## src/rtl/phy_ctl_pkg.sv

```systemverilog
package phy_ctl_pkg;
  localparam int ADDR_W = 4;
  localparam int DATA_W = 8;
  localparam int STAT_W = 4;
  localparam int N_EVT  = 4;

  localparam logic [ADDR_W-1:0] A_CTRL = 4'd0;
  localparam logic [ADDR_W-1:0] A_EVT  = 4'd1;
  localparam logic [ADDR_W-1:0] A_SEL  = 4'd2;

  // sticky event bit positions at A_EVT
  localparam int EV_LOOP = 0;
  localparam int EV_PWR  = 1;
  localparam int EV_STMO = 2;
  localparam int EV_PORT = 3;

  // control bit positions at A_CTRL
  localparam int CB_SRR   = 0;
  localparam int CB_ACCEL = 1;
  localparam int CB_MULTI = 2;
  localparam int CB_WDOG  = 3;

  localparam int SEL_PORT_LSB = 4;
endpackage

```

## src/rtl/phy_cps_edge.sv

```systemverilog
module phy_cps_edge (
  input  logic clk_i,
  input  logic rst_ni,
  input  logic cps_i,
  output logic fall_o
);
  logic s1_q, s2_q, last_q;

  always_ff @(posedge clk_i or negedge rst_ni) begin
    if (!rst_ni) begin
      s1_q   <= 1'b0;
      s2_q   <= 1'b0;
      last_q <= 1'b0;
    end else begin
      s1_q   <= cps_i;
      s2_q   <= s1_q;
      last_q <= s2_q;
    end
  end

  assign fall_o = last_q & ~s2_q;

  // one pulse per falling edge
  p_single_fall_r6: assert property (@(posedge clk_i) disable iff (!rst_ni)
    fall_o |=> !fall_o);
endmodule

```

## src/rtl/phy_port_evt.sv

```systemverilog
module phy_port_evt import phy_ctl_pkg::*; #(
  parameter int N_PORT = 4
) (
  input  logic                     clk_i,
  input  logic                     rst_ni,
  input  logic [N_PORT*STAT_W-1:0] stat_i,
  input  logic [N_PORT-1:0]        int_en_i,
  input  logic [N_PORT-1:0]        resume_i,
  input  logic                     wdog_i,
  output logic                     evt_o
);
  localparam int SW = STAT_W;

  logic [N_PORT*SW-1:0] prev_q;
  logic                 vld_q;
  logic [N_PORT-1:0]    hit;

  always_ff @(posedge clk_i or negedge rst_ni) begin
    if (!rst_ni) begin
      prev_q <= '0;
      vld_q  <= 1'b0;
    end else begin
      prev_q <= stat_i;
      vld_q  <= 1'b1;
    end
  end

  for (genvar p = 0; p < N_PORT; p++) begin : g_port
    assign hit[p] = int_en_i[p] & vld_q &
                    (|(stat_i[p*SW +: SW] ^ prev_q[p*SW +: SW]));
  end

  assign evt_o = (|hit) | (wdog_i & (|resume_i));

  p_resume_gate_r9: assert property (@(posedge clk_i) disable iff (!rst_ni)
    (!wdog_i && $stable(stat_i)) |-> !evt_o);
endmodule

```

## src/rtl/phy_sticky.sv

```systemverilog
module phy_sticky #(
  parameter int W = 4
) (
  input  logic         clk_i,
  input  logic         rst_ni,
  input  logic [W-1:0] set_i,
  input  logic [W-1:0] clr_i,
  output logic [W-1:0] q_o
);
  logic [W-1:0] q;

  for (genvar i = 0; i < W; i++) begin : g_bit
    always_ff @(posedge clk_i or negedge rst_ni) begin
      if (!rst_ni)       q[i] <= 1'b0;
      else if (set_i[i]) q[i] <= 1'b1;  // set beats clear
      else if (clr_i[i]) q[i] <= 1'b0;
    end
  end

  assign q_o = q;

  p_set_wins_r10: assert property (@(posedge clk_i) disable iff (!rst_ni)
    (set_i != '0) |=> ((q_o & $past(set_i)) == $past(set_i)));

  p_no_spurious_r5: assert property (@(posedge clk_i) disable iff (!rst_ni)
    (set_i == '0) |=> ((q_o & ~$past(q_o)) == '0));
endmodule

```

## src/rtl/phy_ctl_regs.sv

```systemverilog
module phy_ctl_regs import phy_ctl_pkg::*; #(
  parameter int N_PORT = 4,
  parameter int PAGE_W = 3,
  parameter int PSEL_W = 4
) (
  input  logic                     clk_i,
  input  logic                     rst_ni,
  input  logic                     reg_en_i,
  input  logic                     reg_we_i,
  input  logic [ADDR_W-1:0]        reg_addr_i,
  input  logic [DATA_W-1:0]        reg_wdata_i,
  output logic [DATA_W-1:0]        reg_rdata_o,
  input  logic [DATA_W-1:0]        paged_rdata_i,
  output logic                     paged_acc_o,
  output logic [PAGE_W-1:0]        page_o,
  output logic [PSEL_W-1:0]        port_o,
  input  logic                     bus_rst_i,
  input  logic                     arb_tmo_i,
  input  logic                     state_tmo_i,
  input  logic                     cps_i,
  input  logic [N_PORT*STAT_W-1:0] port_stat_i,
  input  logic [N_PORT-1:0]        port_int_en_i,
  input  logic [N_PORT-1:0]        port_resume_i,
  input  logic                     link_active_i,
  output logic                     link_wake_o,
  output logic                     short_rst_req_o,
  output logic                     accel_en_o,
  output logic                     multi_en_o
);
  logic              wr, paged, wr_ctrl, wr_evt, wr_sel;
  logic              srr_q, accel_q, multi_q, wdog_q;
  logic [PAGE_W-1:0] page_q;
  logic [PSEL_W-1:0] port_q;
  logic              pwr_fall, port_evt;
  logic [N_EVT-1:0]  evt_set, evt_clr, evt_q;

  assign wr      = reg_en_i & reg_we_i;
  assign paged   = reg_addr_i[ADDR_W-1];
  assign wr_ctrl = wr & (reg_addr_i == A_CTRL);
  assign wr_evt  = wr & (reg_addr_i == A_EVT);
  assign wr_sel  = wr & (reg_addr_i == A_SEL);

  always_ff @(posedge clk_i or negedge rst_ni) begin
    if (!rst_ni) begin
      srr_q   <= 1'b0;
      accel_q <= 1'b0;
      multi_q <= 1'b0;
      wdog_q  <= 1'b0;
      page_q  <= '0;
      port_q  <= '0;
    end else begin
      if (bus_rst_i)    srr_q <= 1'b0;
      else if (wr_ctrl) srr_q <= reg_wdata_i[CB_SRR];
      if (wr_ctrl) begin
        accel_q <= reg_wdata_i[CB_ACCEL];
        multi_q <= reg_wdata_i[CB_MULTI];
        wdog_q  <= reg_wdata_i[CB_WDOG];
      end
      if (wr_sel) begin
        page_q <= reg_wdata_i[PAGE_W-1:0];
        port_q <= reg_wdata_i[SEL_PORT_LSB +: PSEL_W];
      end
    end
  end

  phy_cps_edge i_cps (
    .clk_i  (clk_i),
    .rst_ni (rst_ni),
    .cps_i  (cps_i),
    .fall_o (pwr_fall)
  );

  phy_port_evt #(.N_PORT(N_PORT)) i_port (
    .clk_i    (clk_i),
    .rst_ni   (rst_ni),
    .stat_i   (port_stat_i),
    .int_en_i (port_int_en_i),
    .resume_i (port_resume_i),
    .wdog_i   (wdog_q),
    .evt_o    (port_evt)
  );

  always_comb begin
    evt_set          = '0;
    evt_set[EV_LOOP] = arb_tmo_i;
    evt_set[EV_PWR]  = pwr_fall;
    evt_set[EV_STMO] = state_tmo_i;
    evt_set[EV_PORT] = port_evt;
  end
  assign evt_clr = wr_evt ? reg_wdata_i[N_EVT-1:0] : '0;

  phy_sticky #(.W(N_EVT)) i_sticky (
    .clk_i  (clk_i),
    .rst_ni (rst_ni),
    .set_i  (evt_set),
    .clr_i  (evt_clr),
    .q_o    (evt_q)
  );

  always_comb begin
    reg_rdata_o = '0;
    if (paged) begin
      reg_rdata_o = paged_rdata_i;
    end else begin
      unique case (reg_addr_i)
        A_CTRL: begin
          reg_rdata_o[CB_SRR]   = srr_q;
          reg_rdata_o[CB_ACCEL] = accel_q;
          reg_rdata_o[CB_MULTI] = multi_q;
          reg_rdata_o[CB_WDOG]  = wdog_q;
        end
        A_EVT: reg_rdata_o[N_EVT-1:0] = evt_q;
        A_SEL: begin
          reg_rdata_o[PAGE_W-1:0]              = page_q;
          reg_rdata_o[SEL_PORT_LSB +: PSEL_W]  = port_q;
        end
        default: reg_rdata_o = '0;
      endcase
    end
  end

  assign paged_acc_o     = reg_en_i & paged;
  assign page_o          = page_q;
  assign port_o          = port_q;
  assign short_rst_req_o = srr_q;
  assign accel_en_o      = accel_q;
  assign multi_en_o      = multi_q;
  assign link_wake_o     = evt_q[EV_LOOP] & wdog_q & ~link_active_i;

  p_bus_rst_srr_r2: assert property (@(posedge clk_i) disable iff (!rst_ni)
    bus_rst_i |=> !short_rst_req_o);

  p_cfg_hold_r3: assert property (@(posedge clk_i) disable iff (!rst_ni)
    !wr_ctrl |=> ($stable(accel_en_o) && $stable(multi_en_o)));

  p_sel_hold_r4: assert property (@(posedge clk_i) disable iff (!rst_ni)
    !wr_sel |=> ($stable(page_o) && $stable(port_o)));

  p_wake_idle_r11: assert property (@(posedge clk_i) disable iff (!rst_ni)
    link_wake_o |-> !link_active_i);
endmodule

```

## config.mk

```make
export PLATFORM = sky130hd
export DESIGN_NAME = phy_ctl_regs
export DESIGN_NICKNAME = d
export VERILOG_FILES = /design/src/rtl/phy_ctl_pkg.sv /design/src/rtl/phy_cps_edge.sv /design/src/rtl/phy_port_evt.sv /design/src/rtl/phy_sticky.sv /design/src/rtl/phy_ctl_regs.sv
export SDC_FILE = /design/constraint.sdc
export NUM_CORES = 1
export LEC_CHECK = 0
export BUFFER_PORTS_ARGS = -buffer_cell sky130_fd_sc_hd__clkbuf_2
export CORE_MARGIN = 10
export CORE_UTILIZATION = 41
export DETAILED_ROUTE_END_ITERATION = 10
export GPL_TIMING_DRIVEN = 0
export PLACE_DENSITY = 0.75
export SYNTH_ARGS = -nofsm -noshare
export SYNTH_HDL_FRONTEND = slang
export SYNTH_HIERARCHICAL = 1
export SYNTH_SLANG_ARGS = --single-unit
```

## constraint.sdc

```tcl
create_clock -name clk_i -period 1.35 [get_ports clk_i]
set_clock_uncertainty 0.2 [all_clocks]
set_input_delay 0.2025 -clock clk_i [delete_from_list [all_inputs] [get_ports clk_i]]
set_output_delay 0.2025 -clock clk_i [all_outputs]
set_load 0.005 [all_outputs]
```

==> impl_metrics.toml <==
[status]
run_status = "complete, but fails checks"
violations = "negative hold slack, negative setup slack"

[timing]
report.final.hold_viol_count = 35
postLayoutSetupSlackWorst_ps = -332
finalMaxSlewViolations = 0
fmaxAchievable_mhz = 595
finalSetupViolCount = 20
final.min_clock_period_ps = 1680
fin_crit_sh = 1.25
worst-slew-pin-transition_ps = 865
rsz0062_at_grt = "yes"
timing.hold.ws_ps = -172
max_slew_margin = 0.423

[floorplan]
initial_utilization = 0.422
die_height_um = 81.4
placementRows = 22
core_um2 = 3660
floorplan.io_pins = 73
die_area_um2 = 6620
floorplan.die.width_um = 81.4

[critical_path]
worstSetupStartpointType = "flop"
critical_path.cell_chain = "mux2i_2, nor4_2, a221o_1, clkbuf_2"
setup.worst_path.class = "reg2out"
critical_path_arrival_ps = 1280
cp_slowest_cell = "dfrtp_1"
critical_path.endpoint_type = "output pin"
reg2reg_from = "i_port/prev_q[2]"
critPathLaunch = "accel_en_o"
crit_path_max_fanout = 2
cp.required_ps = 950
cp_slowest_stage_delay_ps = 400

[finish]
nFillCells = 266
post_route_cells_drive_above_1_share = 0.478
nets = 286
finalNonFillerCells = 280
layout_common_cells = "clkbuf_2, dfrtp_1, dlygate4sd3_1"
fin_area_um2 = 2540
mostFrequentLayoutCell = "clkbuf_2"
flow.area_growth_from_synthesis_pct = 64.5
sequential_cell_area_um2 = 876
multi_input_comb_area_um2 = 701
insertedDiodeCount = 0

[global_routing]
grt_antenna_before_repair = 0
grt_use_total = 0.133
pin_count_of_the_biggest_net_entering_global_routing = 36
globalRouteOverflowTotal = 0
wire_length_of_the_first_global_routing_pass_um = 6960
via_count_of_the_first_global_routing_pass = 1454

[synth]
ys_seq_area_frac = 0.567
most_frequently_used_flop_master_after_synthesis = "dfrtp_1"
async_flop_share = 1.00
synthCells = 115
synth_cell_types = 30
ys_ff_latch = 35
syn-cell-area_um2 = 1550
synth_warnings = 6
synth_nets = 168
synth_edf_count = 0
synth_area_per_cell_um2 = 13.4

[place]
detailed_place_hpwl_um = 3010
finalWeightedCongestion = 0.822
total_instance_count_after_detailed_placement = 234
placed_cell_area_um2 = 1980
preCtsSetupSlack_ps = -532
placement.io_buffers = 71

[clock_network]
number_of_buffers_on_the_longest_clock_path = 2
cts_tree = "done"
worstSkewPairLatency_ps = 270
htree_levels = 2
clockRootBuffer = "clkbuf_8"
cts.sink_count = 35
clk_pin_slew_ps = 60
cts-buffers-inserted = 5
cts_hold_buf = 28

[route]
vias = 1326
first_pass_iters = 4
routed_wire_length_per_instance_um = 14.7
drt-initial-drc-count = 52
number_of_antenna_violating_nets_in_the_routed_design = 0
drt_wl_total_um = 4110
routed_via_density = 4.74
post-route-drc-count = 0

[pwr]
pwr-share-comb = 0.239
p_leak_nw = 1.21
ir_drop_mv = 0.782
power.net_switching_w = 0.000588
p_clk_frac = 0.270
switching_share = 0.240
power.sequential.fraction = 0.491
internal_power_contribution_w = 0.00186
power_density_nw_per_um2 = 963

[worst_hold_path]
worst_hold_path_type = "in2async"

[run]
cap_violations = 0
==> final cells by class <==
cell class,instances,share of cell area
buffer,3,0.0118
clock buffer,6,0.0285
inverter,4,0.00591
multi-input combinational,73,0.276
sequential,35,0.344
tap,48,0.0236
timing repair buffer,111,0.310
==> final timing paths <==
| path | to | slack, ps | cells past startpoint |
|---|---|---|---|
| min in group clk_i | i_sticky/q_o[3] | 40 | 4 |
| worst min register to register | i_cps/s2_q | 150 | 0 |
| max in group asynchronous | i_cps/s2_q | 580 | 1 |
| worst max register to register | i_sticky/q_o[3] | -30 | 5 |
| worst min-delay path | multi_en_o | -170 | 1 |
| worst max-delay path | reg_rdata_o[1] | -330 | 4 |
==> per-layer routing <==
metal	share of wire	up-vias	global-route usage
met5	0	-	0
met4	0.0039	0	0.0450
met3	0.14	2	0.0751
met2	0.44	66	0.201
met1	0.42	610	0.157
li1	-	648	-
==> cell families (layout without fill, tap and decap cells) <==
group                  count (synthesis)  after routing  share of synthesized area
AO/OA/AOI/OAI                         15             15                     0.0826
XOR/XNOR                              16             16                     0.0907
buffers and inverters                  7            124                     0.0219
flip-flops                            35             35                      0.567
multiplexers                          15             15                      0.122
other                                  1              1                    0.00243
AND/OR/NAND/NOR                       26             26                      0.113
==> cells in the mapped netlist, types with 2 or more instances <==
master    number  share of area
a21o_1         4          0.019
a221o_1        3          0.019
a22o_1         4          0.023
and2_1         5          0.020
clkbuf_1       2         0.0049
dfrtp_1       35           0.57
inv_1          4         0.0097
mux2_2         3          0.022
mux2_4         7          0.068
mux2i_1        5          0.032
nand2_1        3         0.0073
nand2b_1       2         0.0081
nand3_1        2         0.0065
nand4_1        3          0.012
nor4_1         3          0.012
xnor2_1       16          0.091
==> timing repair <==
action                                  in CTS  in global routing
gates resized for setup                     10                 23
pin swaps                                   14                 15
endpoints found under the setup margin      25                 25
buffers inserted                             9                  6
endpoints found under the hold margin       65                 35
cloned                                       0                  0
==> power by group through the flow <==
stage	sequential [W]	combinational [W]	clock [W]
6_report	0.00120	0.000586	0.000662
5_1_grt	0.00121	0.000643	0.000743
4_1_cts	0.00120	0.000540	0.000692
3_5_place_dp	0.00123	0.000411	0
3_3_place_gp	0.00122	0.000402	0
2_1_floorplan	0.00122	0.000192	0
==> flip-flops by register name (all words and copies together), names as in the netlist <==
register and count:
short_rst_req_o 1, port_o 4, i_port/vld_q 1, i_cps/last_q 1, i_cps/s2_q 1, multi_en_o 1
accel_en_o 1, page_o 3, i_port/prev_q 16, i_cps/s1_q 1, i_sticky/q_o 4, wdog_q 1
==> through the flow <==
step	utilization	power [W]	hold WS, ps	setup TNS [ps]
floorplan	-	0.00141	-293	-1730
global placement	0.541	0.00162	120	-7790
detailed placement	0.541	0.00164	123	-7920
CTS	0.671	0.00243	-152	-2570
global route	0.694	0.00260	-131	-3000
finish	0.694	0.00245	-172	-1910
==> critical path, delay by kind of cell, from the launching register on <==
family                 cells  cell delay, ps
buffers and inverters      1             110
flip-flops                 1             400
AND/OR/NAND/NOR            1              60
AO/OA/AOI/OAI              1             250
multiplexers               1             180
(Power assumes the default switching activity.)
